==> src/rtl/irq_trig_pkg.sv <==
package irq_trig_pkg;

   // Per-line trigger configuration
   typedef struct packed {
      logic level;   // 1: level-sensitive, 0: edge-sensitive
      logic high;    // polarity select
      logic both;    // any-edge select (edge mode only)
   } trig_cfg_t;

   localparam int MAX_SRC = 64;

endpackage

==> src/rtl/trig_event_decode.sv <==
module trig_event_decode
   import irq_trig_pkg::*;
(
   input  trig_cfg_t cfg_i,
   input  logic      prev_i,
   input  logic      cur_i,
   output logic      edge_hit_o,
   output logic      lvl_active_o
);

   logic rise;
   logic fall;

   always_comb begin
      rise = ~prev_i & cur_i;
      fall = prev_i & ~cur_i;
      if (cfg_i.both)
         edge_hit_o = rise | fall;
      else if (cfg_i.high)
         edge_hit_o = rise;
      else
         edge_hit_o = fall;
      lvl_active_o = cfg_i.high ? cur_i : ~cur_i;
   end

endmodule

==> src/rtl/trig_cell.sv <==
module trig_cell
   import irq_trig_pkg::*;
(
   input  logic      clk,
   input  logic      rst_n,
   input  logic      src_i,
   input  trig_cfg_t cfg_i,
   input  logic      clr_i,
   output logic      pending_o
);

   logic prev_q;
   logic pend_q;
   logic edge_hit;
   logic lvl_active;

   trig_event_decode u_dec (
      .cfg_i        (cfg_i),
      .prev_i       (prev_q),
      .cur_i        (src_i),
      .edge_hit_o   (edge_hit),
      .lvl_active_o (lvl_active)
   );

   always_ff @(posedge clk or negedge rst_n) begin
      if (!rst_n) begin
         prev_q <= 1'b0;
         pend_q <= 1'b0;
      end else begin
         prev_q <= src_i;
         if (cfg_i.level)
            pend_q <= lvl_active;
         else
            pend_q <= edge_hit | (pend_q & ~clr_i);
      end
   end

   assign pending_o = pend_q;

   AST_LVL_HIGH: assert property (@(posedge clk) disable iff (!rst_n)
      (cfg_i.level && cfg_i.high) |=> (pend_q == $past(src_i)));
   AST_LVL_LOW: assert property (@(posedge clk) disable iff (!rst_n)
      (cfg_i.level && !cfg_i.high) |=> (pend_q == !$past(src_i)));
   AST_RISE_SET: assert property (@(posedge clk) disable iff (!rst_n)
      (!cfg_i.level && !cfg_i.both && cfg_i.high && !prev_q && src_i) |=> pend_q);
   AST_FALL_SET: assert property (@(posedge clk) disable iff (!rst_n)
      (!cfg_i.level && !cfg_i.both && !cfg_i.high && prev_q && !src_i) |=> pend_q);
   AST_DUAL_SET: assert property (@(posedge clk) disable iff (!rst_n)
      (!cfg_i.level && cfg_i.both && (prev_q != src_i)) |=> pend_q);
   AST_EDGE_HOLD: assert property (@(posedge clk) disable iff (!rst_n)
      (!cfg_i.level && pend_q && !clr_i) |=> pend_q);
   AST_EDGE_CLEAR: assert property (@(posedge clk) disable iff (!rst_n)
      (!cfg_i.level && clr_i && !edge_hit) |=> !pend_q);
   AST_EDGE_WINS: assert property (@(posedge clk) disable iff (!rst_n)
      (!cfg_i.level && edge_hit) |=> pend_q);
   AST_PREV_TRACK: assert property (@(posedge clk) disable iff (!rst_n)
      1'b1 |=> (prev_q == $past(src_i)));
   AST_RST_CLEAR: assert property (@(posedge clk)
      !rst_n |=> (!pend_q && !prev_q));

endmodule

==> src/rtl/irq_trigger_detect.sv <==
module irq_trigger_detect
   import irq_trig_pkg::*;
#(
   parameter int NUM_SRC = 51
) (
   input  logic               clk,
   input  logic               rst_n,
   input  logic [NUM_SRC-1:0] src_i,
   input  logic [NUM_SRC-1:0] cfg_level_i,
   input  logic [NUM_SRC-1:0] cfg_high_i,
   input  logic [NUM_SRC-1:0] cfg_both_i,
   input  logic [NUM_SRC-1:0] clr_i,
   output logic [NUM_SRC-1:0] pending_o
);

   localparam int LAST = NUM_SRC - 1;

   generate
      if (NUM_SRC < 1 || NUM_SRC > MAX_SRC) begin : g_bad_width
         $error("irq_trigger_detect: NUM_SRC out of range");
      end
   endgenerate

   generate
      for (genvar i = 0; i <= LAST; i++) begin : g_src
         trig_cfg_t cfg;
         assign cfg = '{level: cfg_level_i[i], high: cfg_high_i[i], both: cfg_both_i[i]};

         trig_cell u_cell (
            .clk       (clk),
            .rst_n     (rst_n),
            .src_i     (src_i[i]),
            .cfg_i     (cfg),
            .clr_i     (clr_i[i]),
            .pending_o (pending_o[i])
         );
      end
   endgenerate

   AST_LVL_CLR_IGNORED: assert property (@(posedge clk) disable iff (!rst_n)
      1'b1 |=> ((pending_o & $past(cfg_level_i))
                == ($past(cfg_level_i) & ~($past(src_i) ^ $past(cfg_high_i)))));

endmodule

==> config.mk <==
export PLATFORM = sky130hd
export DESIGN_NAME = irq_trigger_detect
export DESIGN_NICKNAME = d
export VERILOG_FILES = /design/src/rtl/irq_trig_pkg.sv /design/src/rtl/trig_event_decode.sv /design/src/rtl/trig_cell.sv /design/src/rtl/irq_trigger_detect.sv
export SDC_FILE = /design/constraint.sdc
export NUM_CORES = 1
export LEC_CHECK = 0
export ABC_AREA = 0
export BUFFER_PORTS_ARGS = -buffer_cell sky130_fd_sc_hd__buf_2
export CORE_MARGIN = 3
export CORE_UTILIZATION = 33
export CTS_CLUSTER_SIZE = 8
export DETAILED_ROUTE_END_ITERATION = 16
export PLACE_DENSITY = 0.57
export SYNTH_ARGS = -nofsm -noshare
export SYNTH_HDL_FRONTEND = slang
export SYNTH_HIERARCHICAL = 1
export SYNTH_SLANG_ARGS = --single-unit
==> constraint.sdc <==
create_clock -name clk -period 1.2 [get_ports clk]
set_clock_uncertainty 0.05 [all_clocks]
set_input_delay 0.12 -clock clk [delete_from_list [all_inputs] [get_ports clk]]
set_output_delay 0.12 -clock clk [all_outputs]
set_load 0.05 [all_outputs]
# Yosys cells after proc, flatten, opt, wreduce, memory -nomap -nowiden
# Index checks and enable logic that the tools add are counted.
[classes]
order_cmp = 0
n_shift = 0
div = 0
n_eq_ne = 0
n_mux = 204
n_bitwise = 408
n_addsub = 0
reduce_logical = 0
n_mul = 0
[op_table]
columns = ["operator", "count"]
rows = [
  ["two-way mux 1 bit", 204],
  ["bitwise AND 1 bit", 153],
  ["NOT 1 bit", 153],
  ["OR 1 bit", 102],
]
[word_totals]
n_memories = 0
output_inout_bits = 51
inputBits = 257
register_bits = 102
elab_cells = 714
ramBits = 0
rom_bits = 0
latch_bits = 0

# Logic depth before layout (Yosys ltp)
# Gate-level depths: netlist of the first run.
[depth]
ltp_word = 6
depth_mapped = 6
depth_no_buf = 6

# By module
# The synthesis of the first run kept the hierarchy.
[by_module_without_submodules]
columns = ["module", "instances", "area_per_inst_um2", "seq_area_each_um2", "cells_per_inst"]
rows = [
  ["trig_cell", 51, 71.3, 50.0, 6],
  ["trig_event_decode", 51, 61.3, 0.0, 7],
]

# Worst setup path after synthesis of the first run
# OpenSTA, ideal clock, no wires.
[synth_timing]
path_kind = "flip-flop to flip-flop"
start = "reg g_src[0].u_cell.prev_q"
end = "reg g_src[0].u_cell.pend_q"
path_buffers = 0
required_time_ns = 1.073
t_arrival_ns = 0.916
synth_period_minus_slack_ns = 1.043
setup_ns = 0.077
slack_ns = 0.157
stages_incl_launch_ff = 6
path_cell_list = "dfrtp_1 inv_1 ha_1 mux2i_1 nor2_1 a21oi_1"
[synth_between]
elab_chain_len = 6
elab_cells_between_ends = 8
cone_classes = "mux (3); bitwise (5)"
[synth_lines]
columns = ["item", "line_no", "source"]
rows = [
  ["start: declaration", "trig_cell.sv:12", "logic prev_q;"],
  ["start signal: assignment", "trig_cell.sv:30", "prev_q <= src_i;"],
  ["NOT 1 bit", "trig_event_decode.sv:15", "rise = ~prev_i & cur_i;"],
  ["bitwise AND 1 bit", "trig_event_decode.sv:15", ""],
  ["two-way mux 1 bit / OR 1 bit (equally long branches)", "trig_event_decode.sv:19, trig_event_decode.sv:18", ""],
  ["two-way mux 1 bit (*)", "trig_event_decode.sv:17", "if (cfg_i.both)"],
  ["via g_src[0].u_cell.edge_hit", "trig_cell.sv:14", "logic edge_hit;"],
  ["OR 1 bit (*)", "trig_cell.sv:34", "pend_q <= edge_hit | (pend_q & ~clr_i);"],
  ["two-way mux 1 bit (*)", "trig_cell.sv:31", "if (cfg_i.level)"],
  ["end signal: assignment", "trig_cell.sv:32", "pend_q <= lvl_active;"],
  ["end signal: assignment", "trig_cell.sv:34", ""],
  ["end: declaration", "trig_cell.sv:13", "logic pend_q;"],
]
# The timed path passes the listed nets; every way through them passes the cells marked *.

# Worst setup path after layout of the first run
[layout_timing]
start = "in src_i[41]"
end = "reg g_src[41].u_cell.pend_q"
[layout_between]
elab_chain_len = 6
elab_cells_between_ends = 9
cone_classes = "mux (4); bitwise (5)"
[layout_lines]
columns = ["item", "line_no", "source"]
rows = [
  ["start: declaration", "irq_trigger_detect.sv:8", "input logic [NUM_SRC-1:0] src_i,"],
  ["NOT 1 bit", "trig_event_decode.sv:16", "fall = prev_i & ~cur_i;"],
  ["bitwise AND 1 bit", "trig_event_decode.sv:16", ""],
  ["two-way mux 1 bit / OR 1 bit (equally long branches)", "trig_event_decode.sv:19, trig_event_decode.sv:18", ""],
  ["two-way mux 1 bit (*)", "trig_event_decode.sv:17", ""],
  ["via g_src[41].u_cell.edge_hit", "trig_cell.sv:14", ""],
  ["OR 1 bit (*)", "trig_cell.sv:34", ""],
  ["two-way mux 1 bit (*)", "trig_cell.sv:31", ""],
  ["end signal: assignment", "trig_cell.sv:32", ""],
  ["end signal: assignment", "trig_cell.sv:34", ""],
  ["end: declaration", "trig_cell.sv:13", ""],
]
# Marked as above.

==> summary.md, run 1 <==
| Metric | Value |
|---|---|
| Status | `finished, violations left` |
| Failing checks | `negative hold slack, negative setup slack` |
| Fraction of layout cells with a size suffix above 1 | `35.6%` |
| Register area share after synthesis | `37.7%` |
| Initial Utilization | `34.2%` |
| Remaining antenna violation count | `0` |
| Mapped Area | `6760 um2` |
| DR iter-0 viols | `124` |
| CTS tree | `built` |
| Max-slew violations | `0` |
| Worst skew pair latency | `0.34 ns` |
| GR Util met2 | `28.1%` |
| Least-Margin Pin Slew | `0.281 ns` |
| Yosys Warn Count | `6` |
| Cell variety after synth | `9` |
| Pwr/cell area | `950 nW/um2` |
| Rel. slew slack | `81.4%` |
| Die ar. | `22300 um2` |
| Initial antenna violation count | `2` |
| Hold Crit Class | `input pin to flop` |
| Hold_ws | `-0.00194 ns` |
| P_sw | `3.34 mW` |
| Final std cells w/o fill | `1411` |
| Critical path arrival | `1.46 ns` |
| Final Cycle Share | `104%` |
| Most used routing layer | `met2` |
| Cell Rows | `51` |
| Routed WL per cell | `13.2 um` |
| DIE HEIGHT | `149 um` |
| Sw frac | `31.3%` |
| Leak | `6.01 nW` |
| Top post-synthesis cells by area | `dfrtp_1, ha_1, mux2i_1` |
| Power Total | `10.7 mW` |
| Crit path max fanout | `4` |
| IO Pins | `308` |
| GRT Total Usage | `15.5%` |
| Worst vdd rail ir drop | `769 uV` |
| Sequential Power Share | `36.7%` |
| Synth top cells by count | `dfrtp_1, ha_1, inv_1, mux2i_1` |
| # nets final | `1502` |
| Post-placement cell count | `1238` |
| Yosys top cell area share | `37.7%` |
| Grt total ovfl | `0` |
| Post-synthesis average cell area | `10.2 um2` |
| Critical path capture point type | `flop` |
| Drt total wl | `18600 um` |
| # DRC | `0` |
| Max Clk Rate | `800 MHz` |
| Clock sinks | `102` |
| Area growth syn-to-layout | `66.0%` |
| Synth area leader | `dfrtp_1` |
| Post-synth top flop | `dfrtp_1` |
| Met3 usage | `4.53%` |
| Global-route wire length before repair | `28200 um` |
| Async set or reset register ratio after synthesis | `100%` |
| H-tree Lvls | `3` |
| Routed vias | `6084` |
| Post-synthesis register bit count | `102` |
| Fin crit period | `1.25 ns` |
| Synthesized Nets | `1022` |
| Final WS setup | `-0.0503 ns` |
| Number of synthesized flops with an enable pin | `0` |
| Vias per cell | `4.31` |
| Core area | `19800 um2` |
| CP Data Required Time | `1.41 ns` |
| Vias in the first global route | `6130` |
| Met1 Use GR | `18.1%` |
| Largest net degree at the start of global routing | `43` |
| Reg2reg setup slack | `-0.04 ns` |
| Hold Vio Cnt, Final | `2` |
| Final setup fails | `2` |
| Combinational fraction of design power | `32.1%` |
| Mapped Cells | `663` |
| RSZ-0062 raised after global routing | `true` |
| Port bufs | `307` |
| Clock share of power | `31.2%` |
| Clk buf depth | `2` |
| Gpl congestion | `0.762` |
| Crit Path Class | `input pin to flop` |
| Pre-Repair DR Iteration Count | `4` |
| Clock buffer count from CTS | `9` |
| CTS clk-pin slew, worst paths | `0.06 ns` |
| Max-cap check violation count | `0` |
| Antenna Cells | `0` |
| CP startpoint kind | `input pin` |
| Root Driver | `clkbuf_16` |
| Internal | `7.32 mW` |
| Post-Place Setup Slack | `0.0442 ns` |
| Post-route core utilization | `56.7%` |
| Die X | `149 um` |
| Hpwl dp | `13600 um` |
==> through the flow <==
step / cell area [um2] / setup TNS (ns)
2_1_floorplan: 6760 / 0
6_report: 11200 / -0.0915
3_5_place_dp: 8680 / 0
3_3_place_gp: 8680 / 0
5_1_grt: 11200 / -0.884
4_1_cts: 10400 / 0
==> worst paths after layout <==
| kind | startpoint | end | depth (start not counted) |
|---|---|---|---|
| worst max-delay path | src_i[41] | g_src[41].u_cell/pending_o$_DFF_PN0_ | 6 |
| worst min-delay path | cfg_level_i[47] | g_src[47].u_cell/pending_o$_DFF_PN0_ | 3 |
| worst max register to register | g_src[24].u_cell/prev_q$_DFF_PN0_ | g_src[24].u_cell/pending_o$_DFF_PN0_ | 5 |
| worst min register to register | g_src[11].u_cell/pending_o$_DFF_PN0_ | g_src[11].u_cell/pending_o$_DFF_PN0_ | 2 |
| max in group asynchronous | rst_n | g_src[34].u_cell/prev_q$_DFF_PN0_ | 3 |
| min in group asynchronous | rst_n | g_src[11].u_cell/pending_o$_DFF_PN0_ | 2 |
==> cell type report <==
| type | instances | area [um2] |
|---|---|---|
| Multi-Input combinational cell | 459 | 4150 |
| Clock inverter | 4 | 97.6 |
| Clock buffer | 10 | 229 |
| Sequential cell | 102 | 2550 |
| Inverter | 102 | 383 |
| Tap cell | 265 | 332 |
| Timing Repair Buffer | 469 | 3480 |
| Fill cell | 1681 | 8560 |
==> cells by family (layout without fill, tap and decap cells) <==
group           after synthesis  count (layout)  share of synthesized area (%)
mux                         102             102                           15.1
simple gates                153             153                           12.3
xor+xnor                     51              51                           6.60
buf+inv                     102             585                           5.66
fa+ha+maj                   102             102                           18.9
flops                       102             102                           37.7
compound gates               51              51                           3.77
==> state kept, by name (all words and copies together), names as in the netlist <==
signal / count
g_src.u_cell/pending_o: 51
g_src.u_cell/prev_q: 51
==> layout by cell type, fill, tap and decap left out <==
cell type,synthesis,final
clkbuf_1,0,1
nor2_1,51,51
inv_1,102,85
inv_2,0,17
a21oi_1,51,51
clkinvlp_4,0,1
clkbuf_4,0,2
nand2b_1,51,51
mux2i_1,102,102
dlygate4sd3_1,0,103
buf_4,0,27
ha_4,0,20
xnor2_1,51,51
clkbuf_16,0,9
nor2b_1,51,51
dlymetal6s4s_1,0,37
ha_1,102,53
buf_2,0,260
dfrtp_1,102,102
buf_6,0,38
ha_2,0,29
buf_12,0,2
bufinv_16,0,3
==> timing repair <==
| action | CTS | global route |
|---|---|---|
| pin swaps | 0 | 111 |
| hold buffers | 138 | 2 |
| hold endpoints to repair | 204 | 2 |
| buffers inserted | 0 | 20 |
| gates resized for setup | 1 | 203 |
| setup endpoints to repair | 1 | 52 |
==> power by group through the flow <==
stage	sequential, mW	clock (mW)	combinational (mW)
after floorplan	4.75	0	0.929
after global placement	3.96	0	2.78
after detailed placement	3.96	0	2.81
after CTS	3.90	3.47	3.17
after global routing	3.95	3.58	3.74
final	3.91	3.33	3.42
==> critical path: stages <==
cell	delay (ns)
dlygate4sd3_1	0.55
buf_4	0.16
ha_1	0.27
mux2i_1	0.17
nor2_1	0.06
a21oi_1	0.13
==> routing by layer <==
| metal | vias up | share of wire, % |
|---|---|---|
| met5 | - | 0.18 |
| met4 | 4 | 1.3 |
| met3 | 20 | 7.3 |
| met2 | 211 | 50 |
| met1 | 2782 | 42 |
| li1 | 3067 | - |
No activity file was read; power rests on OpenSTA's default activity.
==> inputs of run 2 (changes only) <==
CORE_ASPECT_RATIO = 0.75   (was default)
CTS_CLUSTER_SIZE = default   (was 8)
==> run 2 against run 1 <==
Against the previous run: the run ends with negative setup slack left; power is 3.4% lower; global-route usage up 0.65 points; cell count decreased by 0.14%; non-clock buffer count grew 7; register-to-register slack worse by 0.05 ns; worst setup slack got worse by 0.042 ns; core utilization up 0.95 points.
==> summary.md, run 2 (synthesized netlist as in run 1, its figures left out) <==
| Metric | Value |
|---|---|
| P_sw | `3.47 mW` |
| Final std cells w/o fill | `1409` |
| Hold Crit Class | `input pin to flop` |
| Combinational fraction of design power | `34.2%` |
| Grt total ovfl | `0` |
| Power Total | `10.3 mW` |
| Vias in the first global route | `6133` |
| Die ar. | `22300 um2` |
| Clock buffer count from CTS | `9` |
| Status | `finished, violations left` |
| # DRC | `0` |
| RSZ-0062 raised after global routing | `true` |
| Worst vdd rail ir drop | `710 uV` |
| WP depth | `5` |
| Vias per cell | `4.36` |
| Path depth of the worst reg2reg path | `5` |
| Initial Utilization | `34.3%` |
| Commonest non-fill, non-tap cell in the layout | `buf_2` |
| Met3 usage | `5.45%` |
| Critical path capture point type | `flop` |
| Area post-placement | `8670 um2` |
| Rel. slew slack | `80.9%` |
| Slowest stage cell, crit path | `dfrtp_1` |
| Final WS setup | `-0.0922 ns` |
| GR Util met2 | `28.1%` |
| Sequential Power Share | `38.0%` |
| Root Driver | `clkbuf_16` |
| Max-cap check violation count | `0` |
| Max Clk Rate | `774 MHz` |
| Drt total wl | `19600 um` |
| Cell chain of the critical path | `ha_2 -> mux2i_1 -> mux2i_2 -> nor2_1 -> a21oi_1` |
| Final setup fails | `2` |
| Post-Route Setup TNS | `-0.121 ns` |
| CTS clk-pin slew, worst paths | `0.08 ns` |
| Crit. Startpoint | `g_src[13].u_cell/prev_q$_DFF_PN0_` |
| Worst setup endpoint | `g_src[13].u_cell/pending_o$_DFF_PN0_` |
| Hold Vio Cnt, Final | `0` |
| DIE HEIGHT | `130 um` |
| Core area | `19700 um2` |
| Worst skew pair latency | `0.35 ns` |
| FILL cells | `1661` |
| Post-route core utilization | `57.7%` |
| Least-Margin Pin Slew | `0.288 ns` |
| Initial antenna violation count | `0` |
| H-tree Lvls | `3` |
| Max-slew violations | `0` |
| Post-placement cell count | `1226` |
| Clk buf depth | `2` |
| Pwr/cell area | `906 nW/um2` |
| Met1 Use GR | `19.6%` |
| Crit-path leading delay family | `flip-flops` |
| Hpwl dp | `14000 um` |
| Global-route wire length before repair | `29000 um` |
| GRT Total Usage | `16.1%` |
| Largest net degree at the start of global routing | `39` |
| Fraction of layout cells with a size suffix above 1 | `37.1%` |
| Most used routing layer | `met2` |
| Largest stage delay, worst path | `0.41 ns` |
| Post-Place Setup Slack | `0.0526 ns` |
| Final Cell Area | `11400 um2` |
| Crit path max fanout | `2` |
| Remaining antenna violation count | `0` |
| Die X | `171 um` |
| Critical path arrival | `1.48 ns` |
| Routed WL per cell | `13.9 um` |
| Area of the multi-input gates | `4230 um2` |
| WP buf/inv | `0` |
| # nets final | `1509` |
| Internal | `6.84 mW` |
| Hold_ws | `0.00271 ns` |
| Crit Path Class | `flop to flop` |
| CP Data Required Time | `1.39 ns` |
| Most frequent cells in the layout | `buf_2, dlygate4sd3_1, dfrtp_1` |
| Routed vias | `6138` |
| Cell Rows | `44` |
| CP startpoint kind | `flop` |
| IO Pins | `308` |
| CTS tree | `built` |
| Leak | `6.05 nW` |
| Port bufs | `307` |
| Final Cycle Share | `108%` |
| DR iter-0 viols | `185` |
| Pre-Repair DR Iteration Count | `4` |
| Sw frac | `33.7%` |
| Clock sinks | `102` |
| Clock share of power | `27.8%` |
| Area growth syn-to-layout | `68.1%` |
| Failing checks | `negative setup slack` |
| RR Endpoint | `g_src[13].u_cell/pending_o$_DFF_PN0_` |
| Storage element area | `2550 um2` |
| Gpl congestion | `0.828` |
| R2r startpoint | `g_src[13].u_cell/prev_q$_DFF_PN0_` |
| Fin crit period | `1.29 ns` |
| Reg2reg setup slack | `-0.09 ns` |
run 2: cell count changes in the layout (fill, tap and decap cells not counted), moves of 5 or more:
cell,delta
inv_2,+6
inv_1,-6
buf_2,-9
clkbuf_4,+5
ha_2,+9
dlymetal6s4s_1,+5
ha_1,-13
run 2: worst min-delay path by stage:
| stage | slack [ns] | end | start | cells past startpoint |
|---|---|---|---|---|
| final | 0.003 | g_src[3].u_cell/pending_o$_DFF_PN0_ | cfg_level_i[3] | 3 |
| after global routing | 0.02 | g_src[3].u_cell/pending_o$_DFF_PN0_ | cfg_level_i[3] | 3 |
| after CTS | 0.0007 | g_src[3].u_cell/pending_o$_DFF_PN0_ | cfg_level_i[3] | 3 |
| after detailed placement | -0.04 | g_src[40].u_cell/pending_o$_DFF_PN0_ | rst_n | 1 |
| after global placement | -0.04 | g_src[40].u_cell/prev_q$_DFF_PN0_ | rst_n | 1 |
| after floorplan | -0.23 | g_src[0].u_cell/pending_o$_DFF_PN0_ | rst_n | 0 |
run 2: cell type report:
class | count | area share, %
Antenna cell | 1 | 0.0220
Clock inverter | 4 | 0.286
Timing Repair Buffer | 476 | 31.7
Tap cell | 253 | 2.78
Multi-Input combinational cell | 459 | 37.2
Clock buffer | 12 | 2.17
Sequential cell | 102 | 22.4
Inverter | 102 | 3.37
run 2: worst reg2reg max path: cells and delay by family, from the launching register on:
kind	cells	cell delay (ns)
fa+ha+maj	1	0.20
mux	2	0.30
flops	1	0.41
compound gates	1	0.08
simple gates	1	0.14
run 2: timing repair:
item / CTS / global route
setup buffers: 0 / 21
hold buffers: 149 / 0
gates resized for setup: 2 / 236
endpoints found under the setup margin: 2 / 56
endpoints found under the hold margin: 204 / 0
pin swaps: 0 / 132
run 2: power by group through the flow:
stage	clock network, mW	logic, mW	registers, mW
floorplan	0	0.929	4.75
global route	3.12	3.85	3.96
finish	2.87	3.52	3.92
detailed placement	0	2.82	3.96
global placement	0	2.79	3.97
CTS	3.01	3.22	3.90
run 2: routing by layer:
layer | wire (um) | share of wire (%)
met1 | 8450 | 43
met5 | 0 | 0
met3 | 1510 | 7.7
met4 | 135 | 0.69
met2 | 9480 | 48
